--- src/rtl/dram_refresh_pkg.sv ---
package dram_refresh_pkg;

  typedef enum logic [2:0] {
    ST_PWRUP, ST_IDLE, ST_CSR, ST_RASLO, ST_PRE, ST_SELF, ST_SEXIT
  } seq_state_e;

  typedef enum logic [1:0] {MD_WAKE, MD_REF, MD_SELF} cyc_mode_e;

  typedef enum logic [2:0] {
    PH_PWR, PH_CSR, PH_RAS, PH_PRE, PH_SELF, PH_SEXIT
  } phase_e;

  // control -> datapath
  typedef struct packed {
    logic   tmrLoad;
    phase_e tmrSel;
    logic   wakeClr;
    logic   wakeInc;
    logic   pendDec;
    logic   run;
  } seq_strobe_t;

  // datapath -> control
  typedef struct packed {
    logic tmrZero;
    logic wakeLast;
    logic pendNz;
    logic pendFull;
    logic missed;
  } seq_status_t;

  // nanoseconds to clock cycles, rounded up, never below one
  function automatic int ns2cyc(input longint ns, input longint periodPs);
    longint c;
    c = (ns * 1000 + periodPs - 1) / periodPs;
    if (c < 1) c = 1;
    return int'(c);
  endfunction

endpackage

--- src/rtl/dram_refresh_dp.sv ---
module dram_refresh_dp
  import dram_refresh_pkg::*;
#(
  parameter int PWR_C    = 50000,
  parameter int CSR_C    = 2,
  parameter int RAS_C    = 15,
  parameter int PRE_C    = 10,
  parameter int SELF_C   = 25000,
  parameter int SEXIT_C  = 26,
  parameter int REFI_C   = 3900,
  parameter int WAKE_N   = 8,
  parameter int MAX_PEND = 8
) (
  input  logic        clk,
  input  logic        rstN,
  input  seq_strobe_t strb,
  output seq_status_t sts
);

  localparam int MAX_A  = (PWR_C > SELF_C) ? PWR_C : SELF_C;
  localparam int MAX_B  = (RAS_C > SEXIT_C) ? RAS_C : SEXIT_C;
  localparam int MAX_L  = (MAX_A > MAX_B) ? MAX_A : MAX_B;
  localparam int TMR_W  = $clog2(MAX_L + 1);
  localparam int WK_W   = $clog2(WAKE_N + 1);
  localparam int PEND_W = $clog2(MAX_PEND + 1);
  localparam int IV_W   = $clog2(REFI_C + 1);

  localparam logic [TMR_W-1:0] LEN_PWR   = TMR_W'(PWR_C - 1);
  localparam logic [TMR_W-1:0] LEN_CSR   = TMR_W'(CSR_C - 1);
  localparam logic [TMR_W-1:0] LEN_RAS   = TMR_W'(RAS_C - 1);
  localparam logic [TMR_W-1:0] LEN_PRE   = TMR_W'(PRE_C - 1);
  localparam logic [TMR_W-1:0] LEN_SELF  = TMR_W'(SELF_C - 1);
  localparam logic [TMR_W-1:0] LEN_SEXIT = TMR_W'(SEXIT_C - 1);
  localparam logic [WK_W-1:0]  WAKE_LAST = WK_W'(WAKE_N - 1);
  localparam logic [PEND_W-1:0] PEND_MAX = PEND_W'(MAX_PEND);
  localparam logic [IV_W-1:0]  IV_LAST   = IV_W'(REFI_C - 1);

  // phase timer
  logic [TMR_W-1:0] tmrCnt, tmrLen;

  always_comb begin
    case (strb.tmrSel)
      PH_PWR:  tmrLen = LEN_PWR;
      PH_CSR:  tmrLen = LEN_CSR;
      PH_RAS:  tmrLen = LEN_RAS;
      PH_PRE:  tmrLen = LEN_PRE;
      PH_SELF: tmrLen = LEN_SELF;
      default: tmrLen = LEN_SEXIT;
    endcase
  end

  always_ff @(posedge clk or negedge rstN) begin
    if (!rstN)                tmrCnt <= LEN_PWR;
    else if (strb.tmrLoad)    tmrCnt <= tmrLen;
    else if (tmrCnt != '0)    tmrCnt <= tmrCnt - 1'b1;
  end

  // wake-up cycle counter
  logic [WK_W-1:0] wakeCnt;

  always_ff @(posedge clk or negedge rstN) begin
    if (!rstN)             wakeCnt <= '0;
    else if (strb.wakeClr) wakeCnt <= '0;
    else if (strb.wakeInc) wakeCnt <= wakeCnt + 1'b1;
  end

  // refresh interval and owed-refresh count
  logic [IV_W-1:0]   ivCnt;
  logic [PEND_W-1:0] pendCnt;
  logic              missed;
  logic              ivTick;

  assign ivTick = (ivCnt == IV_LAST);

  always_ff @(posedge clk or negedge rstN) begin
    if (!rstN) begin
      ivCnt   <= '0;
      pendCnt <= '0;
      missed  <= 1'b0;
    end else if (!strb.run) begin
      ivCnt   <= '0;
      pendCnt <= '0;
      missed  <= 1'b0;
    end else begin
      ivCnt <= ivTick ? '0 : ivCnt + 1'b1;
      if (ivTick && !strb.pendDec) begin
        if (pendCnt == PEND_MAX) missed <= 1'b1;
        else                     pendCnt <= pendCnt + 1'b1;
      end else if (!ivTick && strb.pendDec && pendCnt != '0) begin
        pendCnt <= pendCnt - 1'b1;
      end
    end
  end

  assign sts.tmrZero  = (tmrCnt == '0);
  assign sts.wakeLast = (wakeCnt == WAKE_LAST);
  assign sts.pendNz   = (pendCnt != '0);
  assign sts.pendFull = (pendCnt == PEND_MAX);
  assign sts.missed   = missed;

  p_pend_range_r7: assert property (@(posedge clk) disable iff (!rstN)
    pendCnt <= PEND_MAX);

  p_miss_from_full_r8: assert property (@(posedge clk) disable iff (!rstN)
    $rose(missed) |-> $past(pendCnt) == PEND_MAX);

endmodule

--- src/rtl/dram_refresh_ctl.sv ---
module dram_refresh_ctl
  import dram_refresh_pkg::*;
#(
  parameter int CAS_LANES = 2
) (
  input  logic                 clk,
  input  logic                 rstN,
  input  logic                 refGrant,
  input  logic                 selfReq,
  input  seq_status_t          sts,
  output seq_strobe_t          strb,
  output logic                 rasN,
  output logic [CAS_LANES-1:0] casN,
  output logic                 refReq,
  output logic                 refDone,
  output logic                 refUrgent,
  output logic                 memReady
);

  seq_state_e state, nxtState;
  cyc_mode_e  mode, nxtMode;
  logic       rasReg, casReg;
  logic       refOwn;

  assign refOwn    = (mode == MD_REF) &&
                     (state == ST_CSR || state == ST_RASLO || state == ST_PRE);
  assign memReady  = (state == ST_IDLE) || refOwn;
  assign refReq    = ((state == ST_IDLE) && sts.pendNz) || refOwn;
  assign refDone   = refOwn && (state == ST_PRE) && sts.tmrZero;
  assign refUrgent = memReady && sts.pendFull;

  always_comb begin
    nxtState    = state;
    nxtMode     = mode;
    strb        = '0;
    strb.tmrSel = PH_CSR;
    strb.run    = memReady;
    case (state)
      ST_PWRUP: if (sts.tmrZero) begin
        nxtState = ST_CSR; nxtMode = MD_WAKE;
        strb.tmrLoad = 1'b1; strb.wakeClr = 1'b1;
      end
      ST_IDLE: begin
        if (sts.missed) begin
          nxtState = ST_CSR; nxtMode = MD_WAKE;
          strb.tmrLoad = 1'b1; strb.wakeClr = 1'b1;
        end else if (selfReq) begin
          nxtState = ST_CSR; nxtMode = MD_SELF; strb.tmrLoad = 1'b1;
        end else if (sts.pendNz && refGrant) begin
          nxtState = ST_CSR; nxtMode = MD_REF; strb.tmrLoad = 1'b1;
        end
      end
      ST_CSR: if (sts.tmrZero) begin
        strb.tmrLoad = 1'b1;
        if (mode == MD_SELF) begin
          nxtState = ST_SELF;  strb.tmrSel = PH_SELF;
        end else begin
          nxtState = ST_RASLO; strb.tmrSel = PH_RAS;
        end
      end
      ST_RASLO: if (sts.tmrZero) begin
        nxtState = ST_PRE; strb.tmrLoad = 1'b1; strb.tmrSel = PH_PRE;
      end
      ST_PRE: if (sts.tmrZero) begin
        if (mode == MD_WAKE && !sts.wakeLast) begin
          nxtState = ST_CSR; strb.tmrLoad = 1'b1; strb.wakeInc = 1'b1;
        end else begin
          nxtState = ST_IDLE;
          strb.pendDec = (mode == MD_REF);
        end
      end
      ST_SELF: if (sts.tmrZero && !selfReq) begin
        nxtState = ST_SEXIT; strb.tmrLoad = 1'b1; strb.tmrSel = PH_SEXIT;
      end
      ST_SEXIT: if (sts.tmrZero) nxtState = ST_IDLE;
      default: nxtState = ST_IDLE;
    endcase
  end

  always_ff @(posedge clk or negedge rstN) begin
    if (!rstN) begin
      state  <= ST_PWRUP;
      mode   <= MD_WAKE;
      rasReg <= 1'b1;
      casReg <= 1'b1;
    end else begin
      state  <= nxtState;
      mode   <= nxtMode;
      rasReg <= !(nxtState == ST_RASLO || nxtState == ST_SELF);
      casReg <= !(nxtState == ST_CSR || nxtState == ST_RASLO ||
                  nxtState == ST_SELF);
    end
  end

  assign rasN = rasReg;

  for (genvar g = 0; g < CAS_LANES; g++) begin : g_casLane
    assign casN[g] = casReg;
  end

  p_cas_lead_r3: assert property (@(posedge clk) disable iff (!rstN)
    $fell(rasReg) |-> (!casReg && !$past(casReg)));

  p_done_pulse_r6: assert property (@(posedge clk) disable iff (!rstN)
    refDone |=> !refDone);

  p_own_strobe_r5: assert property (@(posedge clk) disable iff (!rstN)
    (memReady && !casReg) |-> refReq);

  p_urgent_req_r7: assert property (@(posedge clk) disable iff (!rstN)
    refUrgent |-> refReq);

  p_self_min_r9: assert property (@(posedge clk) disable iff (!rstN)
    (state == ST_SELF && !sts.tmrZero) |=> !rasReg);

  p_pwrup_quiet_r1: assert property (@(posedge clk) disable iff (!rstN)
    (state == ST_PWRUP) |-> (rasReg && casReg && !memReady));

endmodule

--- src/rtl/dram_refresh_seq.sv ---
module dram_refresh_seq
  import dram_refresh_pkg::*;
#(
  parameter int CLK_PERIOD_PS = 4000,
  parameter int PWRUP_NS      = 200000,
  parameter int REFI_NS       = 15600,
  parameter int RAS_LOW_NS    = 60,
  parameter int RAS_PRE_NS    = 40,
  parameter int CAS_SETUP_NS  = 5,
  parameter int CAS_HOLD_NS   = 10,
  parameter int SELF_MIN_NS   = 100000,
  parameter int SELF_EXIT_NS  = 104,
  parameter int WAKE_CYCLES   = 8,
  parameter int MAX_POSTPONE  = 8,
  parameter int CAS_LANES     = 2
) (
  input  logic                 clk,
  input  logic                 rstN,
  input  logic                 refGrant,
  input  logic                 selfReq,
  output logic                 rasN,
  output logic [CAS_LANES-1:0] casN,
  output logic                 refReq,
  output logic                 refDone,
  output logic                 refUrgent,
  output logic                 memReady
);

  localparam int RAS_LO_C = ns2cyc(RAS_LOW_NS, CLK_PERIOD_PS);
  localparam int CHR_C    = ns2cyc(CAS_HOLD_NS, CLK_PERIOD_PS);

  seq_strobe_t strb;
  seq_status_t sts;

  dram_refresh_dp #(
    .PWR_C   (ns2cyc(PWRUP_NS, CLK_PERIOD_PS)),
    .CSR_C   (ns2cyc(CAS_SETUP_NS, CLK_PERIOD_PS)),
    .RAS_C   ((RAS_LO_C > CHR_C) ? RAS_LO_C : CHR_C),
    .PRE_C   (ns2cyc(RAS_PRE_NS, CLK_PERIOD_PS)),
    .SELF_C  (ns2cyc(SELF_MIN_NS, CLK_PERIOD_PS)),
    .SEXIT_C (ns2cyc(SELF_EXIT_NS, CLK_PERIOD_PS)),
    .REFI_C  (ns2cyc(REFI_NS, CLK_PERIOD_PS)),
    .WAKE_N  (WAKE_CYCLES),
    .MAX_PEND(MAX_POSTPONE)
  ) u_dp (
    .clk (clk),
    .rstN(rstN),
    .strb(strb),
    .sts (sts)
  );

  dram_refresh_ctl #(.CAS_LANES(CAS_LANES)) u_ctl (
    .clk      (clk),
    .rstN     (rstN),
    .refGrant (refGrant),
    .selfReq  (selfReq),
    .sts      (sts),
    .strb     (strb),
    .rasN     (rasN),
    .casN     (casN),
    .refReq   (refReq),
    .refDone  (refDone),
    .refUrgent(refUrgent),
    .memReady (memReady)
  );

endmodule

--- config.mk ---
export PLATFORM = sky130hd
export DESIGN_NAME = dram_refresh_seq
export DESIGN_NICKNAME = d
export VERILOG_FILES = /design/src/rtl/dram_refresh_pkg.sv /design/src/rtl/dram_refresh_dp.sv /design/src/rtl/dram_refresh_ctl.sv /design/src/rtl/dram_refresh_seq.sv
export SDC_FILE = /design/constraint.sdc
export NUM_CORES = 1
export LEC_CHECK = 0
export BUFFER_PORTS_ARGS = -buffer_cell sky130_fd_sc_hd__buf_2
export CORE_ASPECT_RATIO = 0.9
export CORE_MARGIN = 5
export CORE_UTILIZATION = 55
export CTS_CLUSTER_DIAMETER = 150
export DETAILED_ROUTE_END_ITERATION = 7
export PLACE_DENSITY = 0.72
export SLEW_MARGIN = 20
export SYNTH_ARGS = -nofsm -noshare
export SYNTH_HDL_FRONTEND = slang
export SYNTH_SLANG_ARGS = --single-unit
--- constraint.sdc ---
create_clock -name clk -period 4.8 [get_ports clk]
set_clock_uncertainty 0.2 [all_clocks]
set_input_delay 0.96 -clock clk [delete_from_list [all_inputs] [get_ports clk]]
set_output_delay 0.96 -clock clk [all_outputs]
set_load 0.02 [all_outputs]
==> results.txt <==
Syn. warnings = 0
CTS HTree Levels = 2
cts repair resizes = 0
Vias/cell = 5.79
Final Hold Viols = 0
fraction of layout instances using a drive strength above 1 = 0.146
synthesized netlist cell count = 278
num ports = 11
most frequent cells in the layout = 40 x nor2_1, 33 x dfrtp_1, 28 x nand2_1
syn nets = 288
RSZ-0062 raised after global routing = no
Final period util = 0.704
commonest non-fill, non-tap cell in the layout = nor2_1
synthesis-to-layout area growth = 9.60%
Final Max Slew Viols = 0
Initial Utilization = 0.575
die area = 0.00616 mm²
Synth Register Bits = 44
sequential cell area fraction in the yosys report = 0.432
# fillers = 399
dpl ws = 1.46 ns
# DRC = 0
crit path max fanout = 8
Mapped Avg Cell Area = 9.28 µm²
latest clock arrival within the worst-skew pair = 0.30 ns
Core Footprint = 0.00449 mm²
CTS max path bufs = 2
vias in the first global route = 1,997
Worst Path Arrival = 3.36 ns
initial antenna violation count = 0
Post-CTS Hold Fix Bufs = 0
post-CTS setup buffer count = 0
CTS sink count = 44
post-DP HPWL = 3620 µm
final wirelength = 5110 µm
Crit. End Element = flip-flop
Iteration-0 DRC Markers = 149
Detail Route Antenna Nets = 0
GP Congestion = 0.883
Die Wd = 82.2 µm
Slew @ Worst Pin = 0.544 ns
status = finished, final reports clean
root buf cell = clkbuf_8
f_max = 296 MHz
PortBufs = 10
CTS tree = yes
first-pass GRT wire length = 9190 µm
critical path type = flip-flop to flip-flop
clock-pin slew on the worst setup and hold paths = 0.08 ns
Pleak = 1.21 nW
TNS Setup = 0 ns
# diodes = 0
P per Cell Area = 496 mW/mm²
Yosys cell types = 52
reg-to-reg slack, setup = 1.42 ns
HP Class = flip-flop to flip-flop
total gr overflow = 0
Max rail drop VDD = 0.248 mV
Synth Flop Type = dfrtp_1
CP required = 4.78 ns
row count = 23
largest net degree at the start of global routing = 45
max-cap violations = 0
number of enable flip-flop cells after synthesis = 0
fraction of registers with async set/reset = 1.00
Tmin final = 3.38 ns
routed wire length per instance = 14.6 µm
CP Launch Type = flip-flop
Layout Nets = 297
cts bufs inserted = 5
Tot GR Track Use = 0.194
Worst slew margin = 0.634
vias post-DR = 2,026
Die Ht = 75.0 µm
Final Setup Violations = 0
worst setup margin = 1.42 ns
post-synthesis cell area = 0.00258 mm²
Detailed Routing Iterations Pass 1 = 4
power breakdown:
part | internal (W) | leakage [nW] | switching, W
clock | 0.000260 | 0.0784 | 0.000130
combinational | 0.000176 | 0.575 | 0.000223
sequential | 0.000490 | 0.561 | 0.000125
total | 0.000925 | 1.21 | 0.000478
per-stage QoR:
step	util	hold WS [ns]	power, W	area [µm²]	std cells
2_1_floorplan	-	0.247	0.000929	2580	278
5_1_grt	0.630	0.316	0.00150	2830	350
3_5_place_dp	0.594	0.289	0.00102	2670	342
6_report	0.630	0.298	0.00140	2830	350
3_3_place_gp	0.594	0.261	0.00101	2670	342
4_1_cts	0.630	0.302	0.00141	2830	350
area by class of cell:
cell class	instances	area (µm²)	area share
clock buffer	5	68.8	0.0243
inverter	12	45.0	0.0159
sequential	44	1110	0.394
timing repair buffer	10	52.6	0.0186
clock inverter	3	90.1	0.0318
tap	62	77.6	0.0274
multi-input combinational	214	1380	0.488
kinds of logic after synthesis:
group,count (synthesis),share of synthesized area
fa+ha+maj,6,0.0320
mux,4,0.0194
buf+inv,20,0.0334
simple gates,135,0.279
xor+xnor,25,0.0848
flops,44,0.432
compound gates,44,0.119
worst max-delay path: stages (launching register included):
cell	delay, ns
dfrtp_1	0.40
ha_1	0.22
nand4_1	0.12
or4_1	0.72
a21oi_4	0.24
inv_2	0.08
ha_1	0.28
a21o_1	0.17
a21o_1	0.20
nor3_1	0.22
a2111oi_0	0.15
a31oi_1	0.16
o31ai_1	0.09
synthesized netlist by cell type, types with 3 or more instances:
| library cell | n | area [µm²] |
|---|---|---|
| nand3_1 | 11 | 55.1 |
| nor3b_1 | 4 | 30.0 |
| xnor2_1 | 9 | 78.8 |
| nor2_1 | 40 | 150 |
| and3_1 | 3 | 18.8 |
| nor2b_1 | 3 | 18.8 |
| clkbuf_1 | 5 | 18.8 |
| dfrtp_1 | 33 | 826 |
| nand4_1 | 4 | 25.0 |
| or2_2 | 3 | 18.8 |
| nor3_1 | 8 | 40.0 |
| nand2_1 | 28 | 105 |
| xor2_1 | 16 | 140 |
| or3_1 | 7 | 43.8 |
| inv_1 | 10 | 37.5 |
| ha_1 | 5 | 62.6 |
| buf_4 | 3 | 22.5 |
| dfstp_2 | 11 | 289 |
| o21ai_0 | 7 | 35.0 |
| nor4_1 | 3 | 18.8 |
| a21o_1 | 3 | 22.5 |
| nand3b_1 | 4 | 30.0 |
| nand2b_1 | 5 | 31.3 |
| a21oi_1 | 12 | 60.1 |
final timing paths:
check | from | to | depth (start not counted)
worst max-delay path | u_dp.ivCnt[0] | u_dp.pendCnt[3] | 12
worst min register to register | u_dp.ivCnt[0] | u_dp.ivCnt[0] | 1
worst max register to register | u_dp.ivCnt[0] | u_dp.pendCnt[3] | 12
worst min-delay path | u_dp.ivCnt[0] | u_dp.ivCnt[0] | 1
min in group asynchronous | rstN | u_dp.pendCnt[1] | 1
max in group asynchronous | rstN | u_dp.tmrCnt[8] | 1
per-layer routing:
| layer | vias to the layer above | share of wire | global-route usage |
|---|---|---|---|
| met2 | 47 | 0.46 | 0.309 |
| met1 | 977 | 0.50 | 0.267 |
| li1 | 992 | - | - |
| met3 | 10 | 0.031 | 0.0359 |
| met4 | 0 | 0.014 | 0.0683 |
| met5 | - | 0 | 0 |
flip-flops by register name, summed over array words and instances, names as in the netlist:
signal	count
u_ctl.casReg	1
u_ctl.mode	2
u_ctl.rasN	1
u_ctl.state	3
u_dp.ivCnt	12
u_dp.missed	1
u_dp.pendCnt	4
u_dp.tmrCnt	16
u_dp.wakeCnt	4
Power figures use the tool's default switching activity.
